<file path="config.mk">
export PLATFORM = sky130hd
export DESIGN_NAME = gpio_edge_irq_unit
export DESIGN_NICKNAME = d
export VERILOG_FILES = /design/src/rtl/gpio_edge_pkg.sv /design/src/rtl/gpio_edge_bank.sv /design/src/rtl/gpio_irq_route.sv /design/src/rtl/gpio_wake_gen.sv /design/src/rtl/gpio_edge_irq_unit.sv
export SDC_FILE = /design/constraint.sdc
export NUM_CORES = 1
export LEC_CHECK = 0
export BUFFER_PORTS_ARGS = -buffer_cell sky130_fd_sc_hd__buf_4
export CAP_MARGIN = 20
export CORE_AREA = 2 2 266 268
export CTS_BUF_LIST = sky130_fd_sc_hd__clkbuf_4 sky130_fd_sc_hd__clkbuf_8
export DETAILED_ROUTE_END_ITERATION = 10
export DIE_AREA = 0 0 268 270
export SLEW_MARGIN = 20
export SYNTH_ARGS = -nofsm -noshare
export SYNTH_HDL_FRONTEND = slang
export SYNTH_SLANG_ARGS = --single-unit
export TNS_END_PERCENT = 20
</file>
<file path="constraint.sdc">
create_clock -name clk -period 2 [get_ports clk]
set_clock_uncertainty 0.1 [all_clocks]
set_input_delay 0.1 -clock clk [delete_from_list [all_inputs] [get_ports clk]]
set_output_delay 0.1 -clock clk [all_outputs]
set_load 0.05 [all_outputs]
</file>
<file path="src/rtl/gpio_edge_pkg.sv">
`timescale 1ns/1ps
package gpio_edge_pkg;

  localparam int DEF_BANKS  = 4;
  localparam int DEF_BANK_W = 32;

  // Wake-capable pins, bank 3 in the top word down to bank 0 in the bottom word
  localparam logic [DEF_BANKS*DEF_BANK_W-1:0] DEF_WAKE_MASK =
    {32'h0012_007F, 32'hEC08_0000, 32'h0020_01FC, 32'h8003_FE1B};

  typedef struct packed {
    logic line0;
    logic line1;
    logic shared;
  } irq_bundle_t;

  function automatic int idx_width(input int n);
    return (n > 1) ? $clog2(n) : 1;
  endfunction

endpackage

</file>
<file path="src/rtl/gpio_edge_bank.sv">
`timescale 1ns/1ps
module gpio_edge_bank #(
  parameter int                BANK_W    = 32,
  parameter int                BANK_ID   = 0,
  parameter int                IDX_W     = 2,
  parameter logic [BANK_W-1:0] WAKE_BITS = '0
) (
  input  logic              clk,
  input  logic              rst_n,
  input  logic [BANK_W-1:0] level,
  input  logic [BANK_W-1:0] is_out,
  input  logic [BANK_W-1:0] rise_en,
  input  logic [BANK_W-1:0] fall_en,
  input  logic              clr_we,
  input  logic [IDX_W-1:0]  clr_bank,
  input  logic [BANK_W-1:0] clr_mask,
  output logic [BANK_W-1:0] status_nxt,
  output logic [BANK_W-1:0] status_q,
  output logic [BANK_W-1:0] edge_hit,
  output logic              wake_hit
);

  // Rising edge: the pin is high now, was low before, detection is enabled and the pin is an input
  function automatic logic [BANK_W-1:0] rise_fn(
    input logic [BANK_W-1:0] cur, input logic [BANK_W-1:0] prv,
    input logic [BANK_W-1:0] en,  input logic [BANK_W-1:0] out);
    return cur & ~prv & en & ~out;
  endfunction

  function automatic logic [BANK_W-1:0] fall_fn(
    input logic [BANK_W-1:0] cur, input logic [BANK_W-1:0] prv,
    input logic [BANK_W-1:0] en,  input logic [BANK_W-1:0] out);
    return ~cur & prv & en & ~out;
  endfunction

  // The clear is applied first and new hits are ORed in after it, so a new edge wins
  function automatic logic [BANK_W-1:0] merge_fn(
    input logic [BANK_W-1:0] st, input logic [BANK_W-1:0] clr,
    input logic [BANK_W-1:0] hits);
    return (st & ~clr) | hits;
  endfunction

  logic [BANK_W-1:0] prev_q;
  logic [BANK_W-1:0] clr_vec;
  logic [BANK_W-1:0] change;

  assign clr_vec    = (clr_we && (clr_bank == IDX_W'(BANK_ID))) ? clr_mask : '0;
  assign edge_hit   = rise_fn(level, prev_q, rise_en, is_out)
                    | fall_fn(level, prev_q, fall_en, is_out);
  assign status_nxt = merge_fn(status_q, clr_vec, edge_hit);
  assign change     = level ^ prev_q;
  assign wake_hit   = |(change & ~is_out & WAKE_BITS);

  always_ff @(posedge clk) begin
    if (!rst_n) begin
      prev_q   <= '0;
      status_q <= '0;
    end else begin
      prev_q   <= level;
      status_q <= status_nxt;
    end
  end

endmodule

</file>
<file path="src/rtl/gpio_irq_route.sv">
`timescale 1ns/1ps
module gpio_irq_route
  import gpio_edge_pkg::*;
#(
  parameter int NUM_PINS = 128
) (
  input  logic                clk,
  input  logic                rst_n,
  input  logic [NUM_PINS-1:0] status_nxt,
  output irq_bundle_t         irq_q
);

  localparam int REST_W = NUM_PINS - 2;

  function automatic logic any_rest(input logic [REST_W-1:0] v);
    return |v;
  endfunction

  irq_bundle_t irq_d;

  always_comb begin
    irq_d.line0  = status_nxt[0];
    irq_d.line1  = status_nxt[1];
    irq_d.shared = any_rest(status_nxt[NUM_PINS-1:2]);
  end

  always_ff @(posedge clk) begin
    if (!rst_n) irq_q <= '0;
    else        irq_q <= irq_d;
  end

endmodule

</file>
<file path="src/rtl/gpio_wake_gen.sv">
`timescale 1ns/1ps
module gpio_wake_gen #(
  parameter int NUM_BANKS = 4
) (
  input  logic                 clk,
  input  logic                 rst_n,
  input  logic [NUM_BANKS-1:0] bank_hit,
  input  logic                 cpu_halted,
  output logic                 wake_req
);

  logic wake_d;
  assign wake_d = cpu_halted & (|bank_hit);

  always_ff @(posedge clk) begin
    if (!rst_n) wake_req <= 1'b0;
    else        wake_req <= wake_d;
  end

endmodule

</file>
<file path="src/rtl/gpio_edge_irq_unit.sv">
`timescale 1ns/1ps
module gpio_edge_irq_unit
  import gpio_edge_pkg::*;
#(
  parameter  int NUM_BANKS = gpio_edge_pkg::DEF_BANKS,
  parameter  int BANK_W    = gpio_edge_pkg::DEF_BANK_W,
  localparam int NUM_PINS  = NUM_BANKS * BANK_W,
  localparam int IDX_W     = gpio_edge_pkg::idx_width(NUM_BANKS),
  parameter  logic [NUM_PINS-1:0] WAKE_MASK = NUM_PINS'(gpio_edge_pkg::DEF_WAKE_MASK)
) (
  input  logic                clk,
  input  logic                rst_n,
  input  logic [NUM_PINS-1:0] pin_level,
  input  logic [NUM_PINS-1:0] pin_is_out,
  input  logic [NUM_PINS-1:0] rise_en,
  input  logic [NUM_PINS-1:0] fall_en,
  input  logic                clr_we,
  input  logic [IDX_W-1:0]    clr_bank,
  input  logic [BANK_W-1:0]   clr_mask,
  input  logic                cpu_halted,
  output logic [NUM_PINS-1:0] edge_status,
  output logic                irq_pin0,
  output logic                irq_pin1,
  output logic                irq_shared,
  output logic                wake_req
);

  logic [NUM_PINS-1:0]  status_nxt;
  logic [NUM_PINS-1:0]  edge_hit;
  logic [NUM_BANKS-1:0] bank_wake_hit;
  irq_bundle_t          irq_q;

  for (genvar g = 0; g < NUM_BANKS; g++) begin : g_bank
    gpio_edge_bank #(
      .BANK_W    (BANK_W),
      .BANK_ID   (g),
      .IDX_W     (IDX_W),
      .WAKE_BITS (WAKE_MASK[g*BANK_W +: BANK_W])
    ) bank_i (
      .clk        (clk),
      .rst_n      (rst_n),
      .level      (pin_level [g*BANK_W +: BANK_W]),
      .is_out     (pin_is_out[g*BANK_W +: BANK_W]),
      .rise_en    (rise_en   [g*BANK_W +: BANK_W]),
      .fall_en    (fall_en   [g*BANK_W +: BANK_W]),
      .clr_we     (clr_we),
      .clr_bank   (clr_bank),
      .clr_mask   (clr_mask),
      .status_nxt (status_nxt [g*BANK_W +: BANK_W]),
      .status_q   (edge_status[g*BANK_W +: BANK_W]),
      .edge_hit   (edge_hit   [g*BANK_W +: BANK_W]),
      .wake_hit   (bank_wake_hit[g])
    );
  end

  gpio_irq_route #(.NUM_PINS(NUM_PINS)) route_i (
    .clk        (clk),
    .rst_n      (rst_n),
    .status_nxt (status_nxt),
    .irq_q      (irq_q)
  );

  assign irq_pin0   = irq_q.line0;
  assign irq_pin1   = irq_q.line1;
  assign irq_shared = irq_q.shared;

  gpio_wake_gen #(.NUM_BANKS(NUM_BANKS)) wake_i (
    .clk        (clk),
    .rst_n      (rst_n),
    .bank_hit   (bank_wake_hit),
    .cpu_halted (cpu_halted),
    .wake_req   (wake_req)
  );

endmodule

</file>
==> metrics.md, run 1 <==
| Metric | Value |
|---|---|
| 1st-pass router iterations | 5 |
| Reg clk slew, reported paths | about 0.06 ns |
| Clock root buffer master | clkbuf_8 |
| Rows | 97 |
| Slew headroom | 0.159 |
| Starting density of the core | 0.187 |
| Routability congestion estimate from global placement | about 0.9 |
| Post-synthesis sequential area ratio | 0.398 |
| Pwr Density | 630 nW/um^2 |
| DRC marker count from the first detailed-route iteration | between 700 and 800 |
| WP data arrival | 2.78 ns |
| H-tree levels | 2 |
| Combinational share of power | 0.287 |
| Final Cycle Share | 1.18 |
| Clock power frac | 0.370 |
| Gate Count Post-Synth | 1296 |
| Ys async rst share | 0 |
| Antenna-violating nets left | 0 |
| Core Box Area | just under 70000 um^2 |
| M1 WL | 33100 um |
| HP Class | in2reg |
| Crit Path Max Fanout | 2 |
| Largest net degree at the start of global routing | 60 |
| Syn Nets | around 1900 |
| Crit. Startpoint | g_bank[3].bank_i.prev_q[2] |
| Largest area contributor in the netlist | dfxtp_1 |
| Cell-internal power | between 10 and 15 mW |
| Switch share | 0.302 |
| Area grow syn2layout | 100% |
| Pre-CTS setup slack | -1.05 ns |
| Clock latency on the worst-skew pair | between 0.6 and 0.7 ns |
| Vias per cell | 4.55 |
| Top Ports | just under 700 |
| Worst Min Path Start | pin_is_out[116] |
| Fraction of layout cells with a size suffix above 1 | 0.408 |
| Post-route DRC | 0 |
| Vias in the first global route | roughly 17000 |
| Final min period | 2.37 ns |
| Synth unique cells | 45 |
| Global-route wire length before repair | around 110000 um |
| Worst VDD drop | approximately 570 uV |
| Startpoint types | register |
| Yosys reg bits | between 200 and 300 |
| Number of synthesized flops with an enable pin | 0 |
| Hold_ws | slightly below 0.009 ns |
| Critical Path RT | 2.41 ns |
| GRT overflow | 0 |
| Final Routed Wirelength | approximately 81000 um |
| Met2 wire length | between 40000 and 50000 um |
| Final hold vios | 0 |
| Lkg Pwr | 11.3 nW |
| WS Path Type | reg2reg |
| Synth warnings | 0 |
| CP Capture Type | register |
| CTS tree | built |
| RSZ-0062 raised after global routing | true |
| Highest clock rate | around 0.42 GHz |
| DR WL/cell | between 20 and 25 um |
| Initial antenna violation count | 6 |
| Max Slew Vio Count | 0 |
| Commonest non-fill, non-tap cell in the layout | buf_4 |
| Avg Inst Size Synth | between 10 and 15 um^2 |
| Mapped Area | 13000 um^2 |
| Area share of the largest cell type after synthesis | 0.398 |
| Final setup vio count | 1 |
| Failing checks | setup timing |
| Slew @ Worst Pin | approximately 1.2 ns |
| Routed wl met3 | roughly 4700 um |
| CTS buffer count | 52 |
| Clk sinks | approximately 260 |
| HPWL Detailed | roughly 63000 um |
| Outcome | finished, violations left |
| Die Y | between 200 and 300 um |
| Post-synth top flop | dfxtp_1 |
| Number of port buffers | between 600 and 700 |
| Die footprint | roughly 72000 um^2 |
| Max layer used | met5 |
| Psw | between 4 and 5 mW |
| RR Startpoint | g_bank[3].bank_i.prev_q[2] |
| Layout Nets | between 3000 and 4000 |
| Sequential power share | 0.343 |
| Global-route usage over all layers | 0.212 |
| Bufs on Longest Clock Path | 3 |
| Final worst slack | -0.370 ns |
| Vias after detailed routing | about 16000 |
| Most frequent cells in the layout | buf_4 (869), dlygate4sd3_1 (363), dfxtp_1 (253), nor4bb_1 (169), and2_1 (139) |
| Area contributors post-synth | dfxtp_1 (40%), nor4bb_1 (13%), ha_1 (7.1%) |
| Overall die width | ~270 um |
| Tot Pwr | 16.4 mW |
| Max cap viols | 0 |
-- layout make-up --
type                            instances  area, um^2
Clock inverter                          8        92.6
Sequential cell                       258        5170
Antenna cell                            5        12.5
Inverter                               78         293
Tap cell                              940        1180
Timing Repair Buffer                 1260       10700
Clock buffer                           83        1040
Fill cell                            6885       43500
Multi-Input combinational cell        891        7530
-- synth_stat cells, types with 7 or more instances --
master       n
a211oi_1    83
a22oi_1     37
a2bb2oi_1   26
and2_1     139
buf_2       24
buf_4        7
clkbuf_1    32
dfxtp_1    258
ha_1        74
inv_1       78
nand2_1     17
nand4_1     60
nand4b_1    62
nand4bb_1   10
nor2b_1    112
nor4_1      12
nor4bb_1   174
o21ai_0      7
o22ai_1     19
or4bb_1     11
-- worst max-delay path: stages (launching register included) --
cell	delay [ns]
dfxtp_2	0.34
inv_2	0.04
ha_4	0.14
a22oi_2	0.18
a2bb2oi_2	0.23
nand4_1	0.31
nor4_4	0.36
buf_4	0.18
nand4_1	0.11
o31a_1	0.26
-- per-layer routing --
metal,track usage,up-vias
met2,0.379,667
li1,-,7410
met1,0.249,7790
met3,0.0404,153
met4,0.0820,4
met5,0,-
-- through the flow --
stage | cells | setup TNS, ns | utilization | instance area (um^2)
detailed placement | 3065 | -1.20 | 0.300 | 20900
floorplan | 1296 | 0 | - | 13000
global placement | 3065 | -1.14 | 0.300 | 20900
CTS | 3519 | -0.585 | 0.370 | 25700
global route | 3521 | -0.480 | 0.374 | 26000
finish | 3523 | -0.370 | 0.374 | 26000
-- timing repair --
| item | in CTS | in global routing |
|---|---|---|
| hold buffers | 364 | 0 |
| gates resized for setup | 18 | 45 |
| buffers inserted | 0 | 0 |
| endpoints found under the hold margin | 255 | 0 |
| endpoints found under the setup margin | 2 | 15 |
| pin swaps | 12 | 24 |
-- final timing paths --
path / to / slack [ns] / cells after the start
setup / recovery: route_i.irq_q[0] / -0.37 / 9
hold reg to reg: g_bank[0].bank_i.status_q[14] / 0.46 / 2
hold / removal: g_bank[3].bank_i.status_q[20] / 0.009 / 3
setup reg to reg: route_i.irq_q[0] / -0.37 / 9
-- logic make-up after synthesis --
logic type,count (synthesis),synth area share
buffers and inverters,147,0.0498
and+or+nand+nor,624,0.369
adders and majority gates,74,0.0713
AOI/OAI and AO/OA,193,0.112
DFF,258,0.398
-- flip-flops by register name, indices dropped and copies added, names as in the netlist --
signal                  count
wake_i.wake_req             1
g_bank.bank_i.status_q    128
g_bank.bank_i.prev_q      128
route_i.irq_q               1
-- power groups by stage --
| stage | Clock, mW | Sequential (mW) | Combinational [mW] |
|---|---|---|---|
| 6_report | 6.06 | 5.62 | 4.70 |
| 5_1_grt | 6.41 | 5.65 | 4.97 |
| 4_1_cts | 6.21 | 5.61 | 4.62 |
| 3_5_place_dp | 0 | 5.72 | 3.90 |
| 3_3_place_gp | 0 | 5.71 | 3.85 |
| 2_1_floorplan | 0 | 6.20 | 1.01 |
Note: power is estimated with default switching activity, not from simulation.
==> run 2, diff against run 1 <==
--- a/config.mk
+++ b/config.mk
@@ -5,7 +5,7 @@
 export SDC_FILE = /design/constraint.sdc
 export NUM_CORES = 1
 export LEC_CHECK = 0
-export BUFFER_PORTS_ARGS = -buffer_cell sky130_fd_sc_hd__buf_4
+export BUFFER_PORTS_ARGS = -buffer_cell sky130_fd_sc_hd__buf_2
 export CAP_MARGIN = 20
 export CORE_AREA = 2 2 266 268
 export CTS_BUF_LIST = sky130_fd_sc_hd__clkbuf_4 sky130_fd_sc_hd__clkbuf_8
==> run 2 against run 1 <==
Effect of this change:
- critical endpoint unchanged
- sequential share of layout area grew 1.4 points
- the flow still finishes with violations (setup timing)
- combinational power down 10%
- clock-buffer cell count fell by 1
- first-iteration DRC count up 28%
- highest routed layer unchanged
- utilization fell by 2.5 points
- flip-flop and latch count unchanged
- cell count is 0.17% lower
- register-to-register slack got worse by 0.05 ns
==> metrics.md, run 2 (same netlist as run 1, synthesis figures left out) <==
| Metric | Value |
|---|---|
| Area grow syn2layout | 86.7% |
| Initial antenna violation count | 14 (+8) |
| CTS buffer count | 51 (-1.9%) |
| RSZ-0062 raised after global routing | true |
| Slew @ Worst Pin | 0.632 ns (-0.613 ns) |
| Bufs on Longest Clock Path | 3 (unchanged) |
| Crit Path Max Fanout | 2 (unchanged) |
| Global-route wire length before repair | 105000 um (-6.6%) |
| Top Ports | 682 (unchanged) |
| Startpoint types | register |
| Crit. Startpoint | g_bank[3].bank_i.prev_q[3] |
| Highest clock rate | 0.413 GHz (-2.1%) |
| Routability congestion estimate from global placement | 0.863 (-4.6%) |
| Reg clk slew, reported paths | 0.06 ns (about the same) |
| Clock latency on the worst-skew pair | 0.62 ns (about the same) |
| Final Routed Wirelength | 75200 um (-7.1%) |
| Pwr Density | 645 nW/um^2 (+2.3%) |
| Worst Reg-to-Reg Cells | 9 (unchanged) |
| CP max-delay cell | nor4_4 |
| Lkg Pwr | 10.8 nW (-4.8%) |
| Rows | 97 (unchanged) |
| Final worst slack | -0.420 ns (-0.0499 ns) |
| Storage element area | 5170 um^2 (unchanged) |
| Max Slew Vio Count | 0 (unchanged) |
| GRT overflow | 0 (unchanged) |
| Vias after detailed routing | 15780 (-1.5%) |
| Die Y | 270 um (unchanged) |
| Reg-to-Reg End | route_i.irq_q[0] |
| Core Box Area | 69500 um^2 (unchanged) |
| CP Capture Type | register |
| Post-route DRC | 0 (unchanged) |
| Multi-input logic area | 7510 um^2 (-0.27%) |
| Final setup vio count | 2 (+1) |
| DRC marker count from the first detailed-route iteration | 908 (+28%) |
| Layout Nets | 3159 (-0.19%) |
| FILL cells | 6956 (+1.0%) |
| Outcome | finished, violations left |
| Fraction of layout cells with a size suffix above 1 | 0.394 (-0.0146) |
| Worst VDD drop | 437 uV (-23%) |
| Setup crit end | route_i.irq_q[0] |
| Final min period | 2.42 ns (+0.0499 ns) |
| Clock root buffer master | clkbuf_8 |
| WP data arrival | 2.82 ns (+0.04 ns) |
| Most frequent cells in the layout | buf_2 (677), dlygate4sd3_1 (386), dfxtp_1 (253), nor4bb_1 (173), buf_4 (165) |
| Commonest non-fill, non-tap cell in the layout | buf_2 |
| Total Neg Setup Slack | -0.491 ns (-0.121 ns) |
| Delay of the slowest critical-path stage | 0.39 ns (+0.03 ns) |
| Slew headroom | 0.573 (+0.414) |
| HPWL Detailed | 58200 um (-8.2%) |
| RR Startpoint | g_bank[3].bank_i.prev_q[3] |
| Top flop regs | g_bank.bank_i.prev_q: 128 flops, g_bank.bank_i.status_q: 128 flops |
| Final Cycle Share | 1.21 (+0.0250) |
| Vias in the first global route | 16386 (-4.3%) |
| Tot Pwr | 15.6 mW (-4.5%) |
| Worst Min Path Start | pin_level[14] |
| H-tree levels | 2 (unchanged) |
| Antenna-violating nets left | 0 (unchanged) |
| Die footprint | 72400 um^2 (unchanged) |
| 1st-pass router iterations | 5 (unchanged) |
| DR WL/cell | 21.4 um (-6.9%) |
| Largest net degree at the start of global routing | 72 (+20%) |
| Starting density of the core | 0.187 (unchanged) |
| R2r setup slk | -0.42 ns (-0.05 ns) |
| Max cap viols | 0 (unchanged) |
| Clk sinks | 258 (unchanged) |
| Vias per cell | 4.49 (-1.4%) |
| Failing checks | setup timing |
| Overall die width | 268 um (unchanged) |
| DP Area | 19000 um^2 (-9.2%) |
| Global-route usage over all layers | 0.198 (-0.0146) |
| WS Path Type | reg2reg |
| Critical Path RT | 2.40 ns (about the same) |
| Number of port buffers | 681 (unchanged) |
| Crit path cell chain | inv_2 -> ha_4 -> a22oi_2 -> a2bb2oi_2 -> nand4_1 -> nor4_4 -> buf_4 -> nand4_1 -> o31a_1 |
| Post-route cell area | 24200 um^2 (-6.7%) |
| CTS tree | built |
| Most frequent CP cell | nand4_1 |
| Final hold vios | 0 (unchanged) |
| Hold_ws | 0.0415 ns (+0.0325 ns) |
| HP Class | in2reg |
==> run 2: per-layer routing <==
layer  vias up  track usage  share of wire  routed length (um)
met4         8       0.0716          0.031                2310
met1      7582        0.238           0.41               30900
met2       664        0.346           0.49               36800
met3       132       0.0392          0.068                5120
li1       7394            -              -                   -
met5         -            0        0.00073                  55
==> run 2: worst max-delay path, delay by kind of cell (launching register included) <==
family                   cells  cell delay [ns]
adder cells (fa/ha/maj)      1             0.14
buffers and inverters        2             0.21
AND/OR/NAND/NOR              3             0.81
flip-flops                   1             0.34
AO/OA/AOI/OAI                3             0.68
==> run 2: worst min path at each step <==
stage,end,cells after the start
after global placement,g_bank[1].bank_i.prev_q[29],2
after detailed placement,g_bank[2].bank_i.prev_q[2],2
final,wake_i.wake_req,6
after global routing,wake_i.wake_req,6
after CTS,g_bank[1].bank_i.status_q[12],5
after floorplan,wake_i.wake_req,2
==> run 2: area by class of cell <==
cell class / count / area share
Clock inverter: 3 / 0.00165
Inverter: 78 / 0.0121
Antenna cell: 10 / 0.00103
Timing Repair Buffer: 1255 / 0.371
Clock buffer: 82 / 0.0427
Multi-Input combinational cell: 891 / 0.310
Tap cell: 940 / 0.0485
Sequential cell: 258 / 0.213
==> run 2: report_power, final <==
| group | total (mW) | internal (mW) | switching [mW] | leakage (nW) |
|---|---|---|---|---|
| clock | 5.80 | 3.35 | 2.45 | 0.573 |
| combinational | 4.23 | 2.09 | 2.14 | 8.09 |
| sequential | 5.60 | 5.44 | 0.164 | 2.13 |
==> run 2: metrics by stage <==
| step | util | std cells | worst slack [ns] |
|---|---|---|---|
| final | 0.349 | 3517 | -0.420 |
| after global routing | 0.349 | 3516 | -0.552 |
| after CTS | 0.346 | 3508 | -0.466 |
| after detailed placement | 0.273 | 3036 | -0.962 |
| after global placement | 0.273 | 3036 | -1.36 |
| after floorplan | - | 1296 | 0.00390 |
==> run 2: what timing repair did <==
action	in CTS	in global routing
endpoints found under the setup margin	2	12
pin swaps	11	18
hold buffers	386	0
buffers inserted	1	0
endpoints found under the hold margin	258	0
resized for setup	21	35
